## src/rtl/ctx_ring_pkg.sv

```systemverilog
package ctx_ring_pkg;

    typedef enum logic [1:0] {
        RING_USER = 2'd0,
        RING_OS   = 2'd1,
        RING_POOL = 2'd2
    } ring_e;

    typedef struct packed {
        logic  rsp;
        logic  hit;
        ring_e ring;
        logic  unsup;
    } verdict_t;

endpackage

```

## src/rtl/ctx_word_unpack.sv

```systemverilog
module ctx_word_unpack #(
    parameter int WORD_BYTES = 4,
    parameter int FIELD_W    = 23,
    localparam int WORD_W    = 8 * WORD_BYTES
) (
    input  logic [WORD_W-1:0]  be_word_i,
    output logic               valid_o,
    output logic [FIELD_W-1:0] field_o
);

    logic [WORD_W-1:0] host_word;

    // reverse the byte lanes: bus byte k lands in host byte WORD_BYTES-1-k
    for (genvar b = 0; b < WORD_BYTES; b++) begin : g_lane
        assign host_word[8*(WORD_BYTES-1-b) +: 8] = be_word_i[8*b +: 8];
    end

    assign valid_o = host_word[WORD_W-1];
    assign field_o = host_word[FIELD_W-1:0];

endmodule

```

## src/rtl/ctx_ring_select.sv

```systemverilog
module ctx_ring_select
    import ctx_ring_pkg::*;
#(
    parameter int CAM_W = 23,
    parameter int LS_W  = 16
) (
    input  logic             fmt_i,
    input  logic             ignore_i,
    input  logic [CAM_W-1:0] cam_i,
    input  logic [LS_W-1:0]  lsrv_i,
    input  logic             pool_v_i,
    input  logic [CAM_W-1:0] pool_cam_i,
    input  logic             os_v_i,
    input  logic [CAM_W-1:0] os_cam_i,
    input  logic             usr_v_i,
    input  logic [LS_W-1:0]  usr_ls_i,
    output logic             hit_o,
    output ring_e            ring_o,
    output logic             unsup_o
);

    logic pool_eq;
    logic os_eq;
    logic usr_eq;

    assign pool_eq = pool_v_i && (pool_cam_i == cam_i);
    assign os_eq   = os_v_i && (os_cam_i == cam_i);
    assign usr_eq  = usr_v_i && (usr_ls_i == lsrv_i);

    always_comb begin
        hit_o   = 1'b0;
        ring_o  = RING_USER;
        unsup_o = 1'b0;
        if (!fmt_i) begin
            if (ignore_i) begin
                unsup_o = 1'b1;
            end else if (pool_eq) begin
                hit_o  = 1'b1;
                ring_o = RING_POOL;
            end else if (os_eq) begin
                hit_o  = 1'b1;
                ring_o = RING_OS;
            end
        end else if (os_eq && usr_eq) begin
            hit_o  = 1'b1;
            ring_o = RING_USER;
        end
    end

endmodule

```

## src/rtl/ctx_ring_matcher.sv

```systemverilog
module ctx_ring_matcher
    import ctx_ring_pkg::*;
#(
    parameter int BLK_W      = 4,
    parameter int IDX_W      = 19,
    parameter int LS_W       = 16,
    parameter int WORD_BYTES = 4,
    localparam int WORD_W    = 8 * WORD_BYTES,
    localparam int CAM_W     = BLK_W + IDX_W
) (
    input  logic              clk_i,
    input  logic              rst_ni,
    input  logic              req_i,
    input  logic              fmt_i,
    input  logic              ignore_i,
    input  logic [BLK_W-1:0]  blk_i,
    input  logic [IDX_W-1:0]  idx_i,
    input  logic [LS_W-1:0]   lsrv_i,
    input  logic [WORD_W-1:0] pool_word_i,
    input  logic [WORD_W-1:0] os_word_i,
    input  logic [WORD_W-1:0] user_word_i,
    output logic              rsp_valid_o,
    output logic              hit_o,
    output logic [1:0]        ring_o,
    output logic              unsup_o
);

    logic [CAM_W-1:0] cam_line;
    logic             pool_v, os_v, usr_v;
    logic [CAM_W-1:0] pool_cam, os_cam;
    logic [LS_W-1:0]  usr_ls;
    logic             sel_hit, sel_unsup;
    ring_e            sel_ring;
    verdict_t         st_d, st_q;

    // block number sits above the index bits
    assign cam_line = {blk_i, {IDX_W{1'b0}}} | {{BLK_W{1'b0}}, idx_i};

    ctx_word_unpack #(.WORD_BYTES(WORD_BYTES), .FIELD_W(CAM_W)) u_pool (
        .be_word_i (pool_word_i),
        .valid_o   (pool_v),
        .field_o   (pool_cam)
    );

    ctx_word_unpack #(.WORD_BYTES(WORD_BYTES), .FIELD_W(CAM_W)) u_os (
        .be_word_i (os_word_i),
        .valid_o   (os_v),
        .field_o   (os_cam)
    );

    ctx_word_unpack #(.WORD_BYTES(WORD_BYTES), .FIELD_W(LS_W)) u_user (
        .be_word_i (user_word_i),
        .valid_o   (usr_v),
        .field_o   (usr_ls)
    );

    ctx_ring_select #(.CAM_W(CAM_W), .LS_W(LS_W)) u_sel (
        .fmt_i      (fmt_i),
        .ignore_i   (ignore_i),
        .cam_i      (cam_line),
        .lsrv_i     (lsrv_i),
        .pool_v_i   (pool_v),
        .pool_cam_i (pool_cam),
        .os_v_i     (os_v),
        .os_cam_i   (os_cam),
        .usr_v_i    (usr_v),
        .usr_ls_i   (usr_ls),
        .hit_o      (sel_hit),
        .ring_o     (sel_ring),
        .unsup_o    (sel_unsup)
    );

    always_comb begin
        st_d     = st_q;
        st_d.rsp = 1'b0;
        if (req_i) begin
            st_d.rsp   = 1'b1;
            st_d.hit   = sel_hit;
            st_d.ring  = sel_ring;
            st_d.unsup = sel_unsup;
        end
    end

    always_ff @(posedge clk_i or negedge rst_ni) begin
        if (!rst_ni) begin
            st_q <= '{rsp: 1'b0, hit: 1'b0, ring: RING_USER, unsup: 1'b0};
        end else begin
            st_q <= st_d;
        end
    end

    assign rsp_valid_o = st_q.rsp;
    assign hit_o       = st_q.hit;
    assign ring_o      = st_q.ring;
    assign unsup_o     = st_q.unsup;

endmodule

```

## config.mk

```make
export PLATFORM = sky130hd
export DESIGN_NAME = ctx_ring_matcher
export DESIGN_NICKNAME = d
export VERILOG_FILES = /design/src/rtl/ctx_ring_pkg.sv /design/src/rtl/ctx_word_unpack.sv /design/src/rtl/ctx_ring_select.sv /design/src/rtl/ctx_ring_matcher.sv
export SDC_FILE = /design/constraint.sdc
export NUM_CORES = 1
export LEC_CHECK = 0
export BUFFER_PORTS_ARGS = -buffer_cell sky130_fd_sc_hd__clkbuf_2
export CORE_MARGIN = 8
export CORE_UTILIZATION = 31
export DETAILED_ROUTE_END_ITERATION = 16
export PLACE_DENSITY = 0.95
export SETUP_SLACK_MARGIN = 0.2
export SLEW_MARGIN = 20
export SYNTH_ARGS = -nofsm -noshare
export SYNTH_HDL_FRONTEND = slang
export SYNTH_SLANG_ARGS = --single-unit
```

## constraint.sdc

```tcl
create_clock -name clk_i -period 1.91 [get_ports clk_i]
set_input_delay 0.191 -clock clk_i [delete_from_list [all_inputs] [get_ports clk_i]]
set_output_delay 0.191 -clock clk_i [all_outputs]
set_load 0.01 [all_outputs]
```

==> tab_implementation.tex <==
\begin{tabular}{lr}
\hline
Metric & Value \\
\hline
\multicolumn{2}{l}{\textbf{Outcome}} \\
\quad Outcome & complete, no violations \\
\multicolumn{2}{l}{\textbf{Floorplan}} \\
\quad Chip height & 69.8 um \\
\quad IO Count & 145 \\
\quad Horizontal die dimension & 69.8 um \\
\quad Area inside the core boundary & 2760 um\^{}2 \\
\quad Die Footprint & 4880 um\^{}2 \\
\quad Number of cell rows & 19 \\
\quad Initial Util & 32.6\% \\
\multicolumn{2}{l}{\textbf{Drt}} \\
\quad Final wirelength & 3.62 mm \\
\quad Number of design-rule violations left by the first detailed-router iteration & 28 \\
\quad Total number of vias & 1170 \\
\quad Ratio of routed vias to standard cells & 4.66 \\
\quad Router iterations before antenna repair & 4 \\
\quad Count of nets left with antenna violations after detail routing & 0 \\
\quad DR DRC count & 0 \\
\quad Routed length per instance & 14.4 um \\
\multicolumn{2}{l}{\textbf{Cells and area}} \\
\quad Syn-to-layout area delta & 70.9\% \\
\quad Fill cell total of the finished layout & 279 \\
\quad Most frequent standard cell in the layout excluding fill and tap cells & clkbuf\_2 \\
\quad Final Util & 55.7\% \\
\quad Final Cell Area & 1540 um\^{}2 \\
\quad Diodes inserted & 0 \\
\quad Commonest non-fill, non-tap cells in the layout & clkbuf\_2, xor2\_1, xnor2\_1 \\
\quad Fraction of layout instances using a drive strength above 1 & 53.2\% \\
\quad Final nets & 361 \\
\multicolumn{2}{l}{\textbf{Global route}} \\
\quad Total overflow reported by the global router & 0 \\
\quad Via count of the first global-routing pass & 1363 \\
\quad Antenna violations before repair & 0 \\
\quad First-pass GRT wire length & 5.76 mm \\
\quad Total global-route track usage & 14.1\% \\
\quad Largest net degree at the start of global routing & 11 \\
\multicolumn{2}{l}{\textbf{CTS}} \\
\quad Post-cts resize count & 0 \\
\quad Maximum count of clock buffers along a single path & 2 \\
\quad Clk pin slew, worst setup/hold paths & 40 ps \\
\quad CTS H-tree depth & 1 \\
\quad Post-CTS Repair Setup Buffers & 0 \\
\quad Clock network latency to the later pin of the worst-skew pair & 240 ps \\
\quad Clock net sink count & 5 \\
\quad CTS root buf & clkbuf\_4 \\
\quad TritonCTS clock tree & yes \\
\quad Number of buffers inserted by hold repair at cts & 1 \\
\quad CTS Buf Count & 3 \\
\multicolumn{2}{l}{\textbf{Yosys}} \\
\quad Mapped Avg Cell Area & 8.72 um\^{}2 \\
\quad Count of cell types in the netlist & 22 \\
\quad Post-synthesis sequential element count & 5 \\
\quad Post-Synthesis Net Count & 243 \\
\quad Post-Syn Instances & 103 \\
\quad Share of the yosys chip area belonging to registers & 13.9\% \\
\quad Warnings from Yosys & 0 \\
\quad Netlist Area Pre-Place & 898 um\^{}2 \\
\multicolumn{2}{l}{\textbf{Hold path}} \\
\quad Path type of the worst min-delay path & in2reg \\
\multicolumn{2}{l}{\textbf{Critical path}} \\
\quad Critical path launch point type & input pin \\
\quad Data required time of the critical path & 2060 ps \\
\quad Count of buffer and inverter cells on the critical path & 1 \\
\quad Startpoint-to-endpoint class of the critical path & in2reg \\
\quad Series of cell instances along the critical path & clkbuf\_2, xor2\_1, nor4\_1, nand4\_1, or3\_1, o31ai\_2 \\
\quad Arrival time reported for the critical path endpoint & 1510 ps \\
\quad Kind of capture point of the worst setup path & register \\
\quad CP peak stage delay & 360 ps \\
\quad Critical-path cell with the highest stage delay & or3\_1 \\
\quad Maximum fanout along the worst path & 2 \\
\quad Cell family with most CP delay & simple AND/OR/NAND/NOR gates \\
\multicolumn{2}{l}{\textbf{STA}} \\
\quad Final worst hold slack & 179 ps \\
\quad Fmax & 0.736 GHz \\
\quad Number of setup violations in the final report & 0 \\
\quad Shortest clock period the worst path allows after layout & 1360 ps \\
\quad Max-slew violation count & 0 \\
\quad Final number of hold-violating endpoints & 0 \\
\quad Crit share post-route & 71.1\% \\
\quad Max Clock Skew & 0 ps \\
\quad RSZ-0062 raised after global routing & no \\
\quad Relative slew slack & 76.7\% \\
\quad Sum of negative setup slack & 0 ps \\
\quad Slew of the pin with the lowest slew margin & 348 ps \\
\multicolumn{2}{l}{\textbf{Power}} \\
\quad Total power consumption of the routed design & 516 uW \\
\quad Maximum resistive drop on vdd & 0.000359 V \\
\quad LEAKAGE & 0.000790 uW \\
\quad Power density of the placed cells & 336 nW/um\^{}2 \\
\multicolumn{2}{l}{\textbf{Run}} \\
\quad Max-capacitance violation count & 0 \\
\multicolumn{2}{l}{\textbf{Place}} \\
\quad Routability Congestion & 0.735 \\
\quad Number of port buffers & 113 \\
\quad Detail Placement HPWL & 3.54 mm \\
\quad Placement Cell Area & 1500 um\^{}2 \\
\hline
\end{tabular}
kinds of logic after synthesis:
family,synth area share (%)
buffers and inverters,0.835
XOR/XNOR,60.4
AO/OA/AOI/OAI,5.99
AND/OR/NAND/NOR,18.8
flip-flops,13.9
routing by layer:
layer / up-vias / global-route usage (%) / part of all wire [%] / wire, um
met5: - / 0 / 0 / 0
met4: 0 / 5.58 / 2.1 / 76
met3: 8 / 4.29 / 6.7 / 243
met2: 53 / 28.1 / 59 / 2130
met1: 509 / 12.6 / 32 / 1170
li1: 600 / - / - / -
sequential cells by signal (all words and copies together), names as in the netlist:
register / count
rsp_valid_o: 1
unsup_o: 1
hit_o: 1
ring_o: 2
power breakdown:
group / switching (uW) / leakage (uW) / internal [uW]
sequential: 1.86 / 0.0000658 / 110
clock: 45.4 / 0.0000150 / 79.1
combinational: 118 / 0.000709 / 162
total: 165 / 0.000790 / 351
through the flow:
stage	cells	setup slack, ps
final	251	552
after global routing	251	431
after CTS	251	525
after detailed placement	246	270
after global placement	246	306
after floorplan	103	590
layout make-up:
class	count	area [um^2]	share of cell area, %
Clock buffer	4	26.3	1.71
Timing Repair Buffer	114	576	37.5
Inverter	1	3.75	0.244
Tap cell	31	38.8	2.53
Multi-Input combinational cell	96	766	49.9
Sequential cell	5	125	8.15
synthesized netlist by cell type (all sizes together):
master,count,area [um^2]
or4,1,7.51
nand2,1,3.75
nand3b,1,7.51
xor2,32,280
nor2b,1,6.26
o221ai,1,8.76
nor3,1,5.00
nand3,2,10.0
o21ai,1,5.00
inv,1,3.75
dfrtp,5,125
o221a,1,11.3
nor4,9,56.3
xnor2,30,263
o31ai,2,20.0
nand4,9,56.3
clkbuf,1,3.75
or3,1,6.26
nand2b,1,6.26
a31o,1,8.76
nor2,1,3.75
path summary, 6_finish.rpt:
kind                           start     endpoint  slack (ps)  depth (start not counted)
setup / recovery            idx_i[3]    ring_o[0]         550                          6
hold / removal                 req_i  rsp_valid_o         180                          1
setup reg to reg           ring_o[1]    ring_o[1]        1130                          2
hold reg to reg            ring_o[0]    ring_o[0]         510                          2
max in group asynchronous     rst_ni      unsup_o        1480                          2
min in group asynchronous     rst_ni        hit_o         300                          2
No activity file was read; power rests on OpenSTA's default activity.
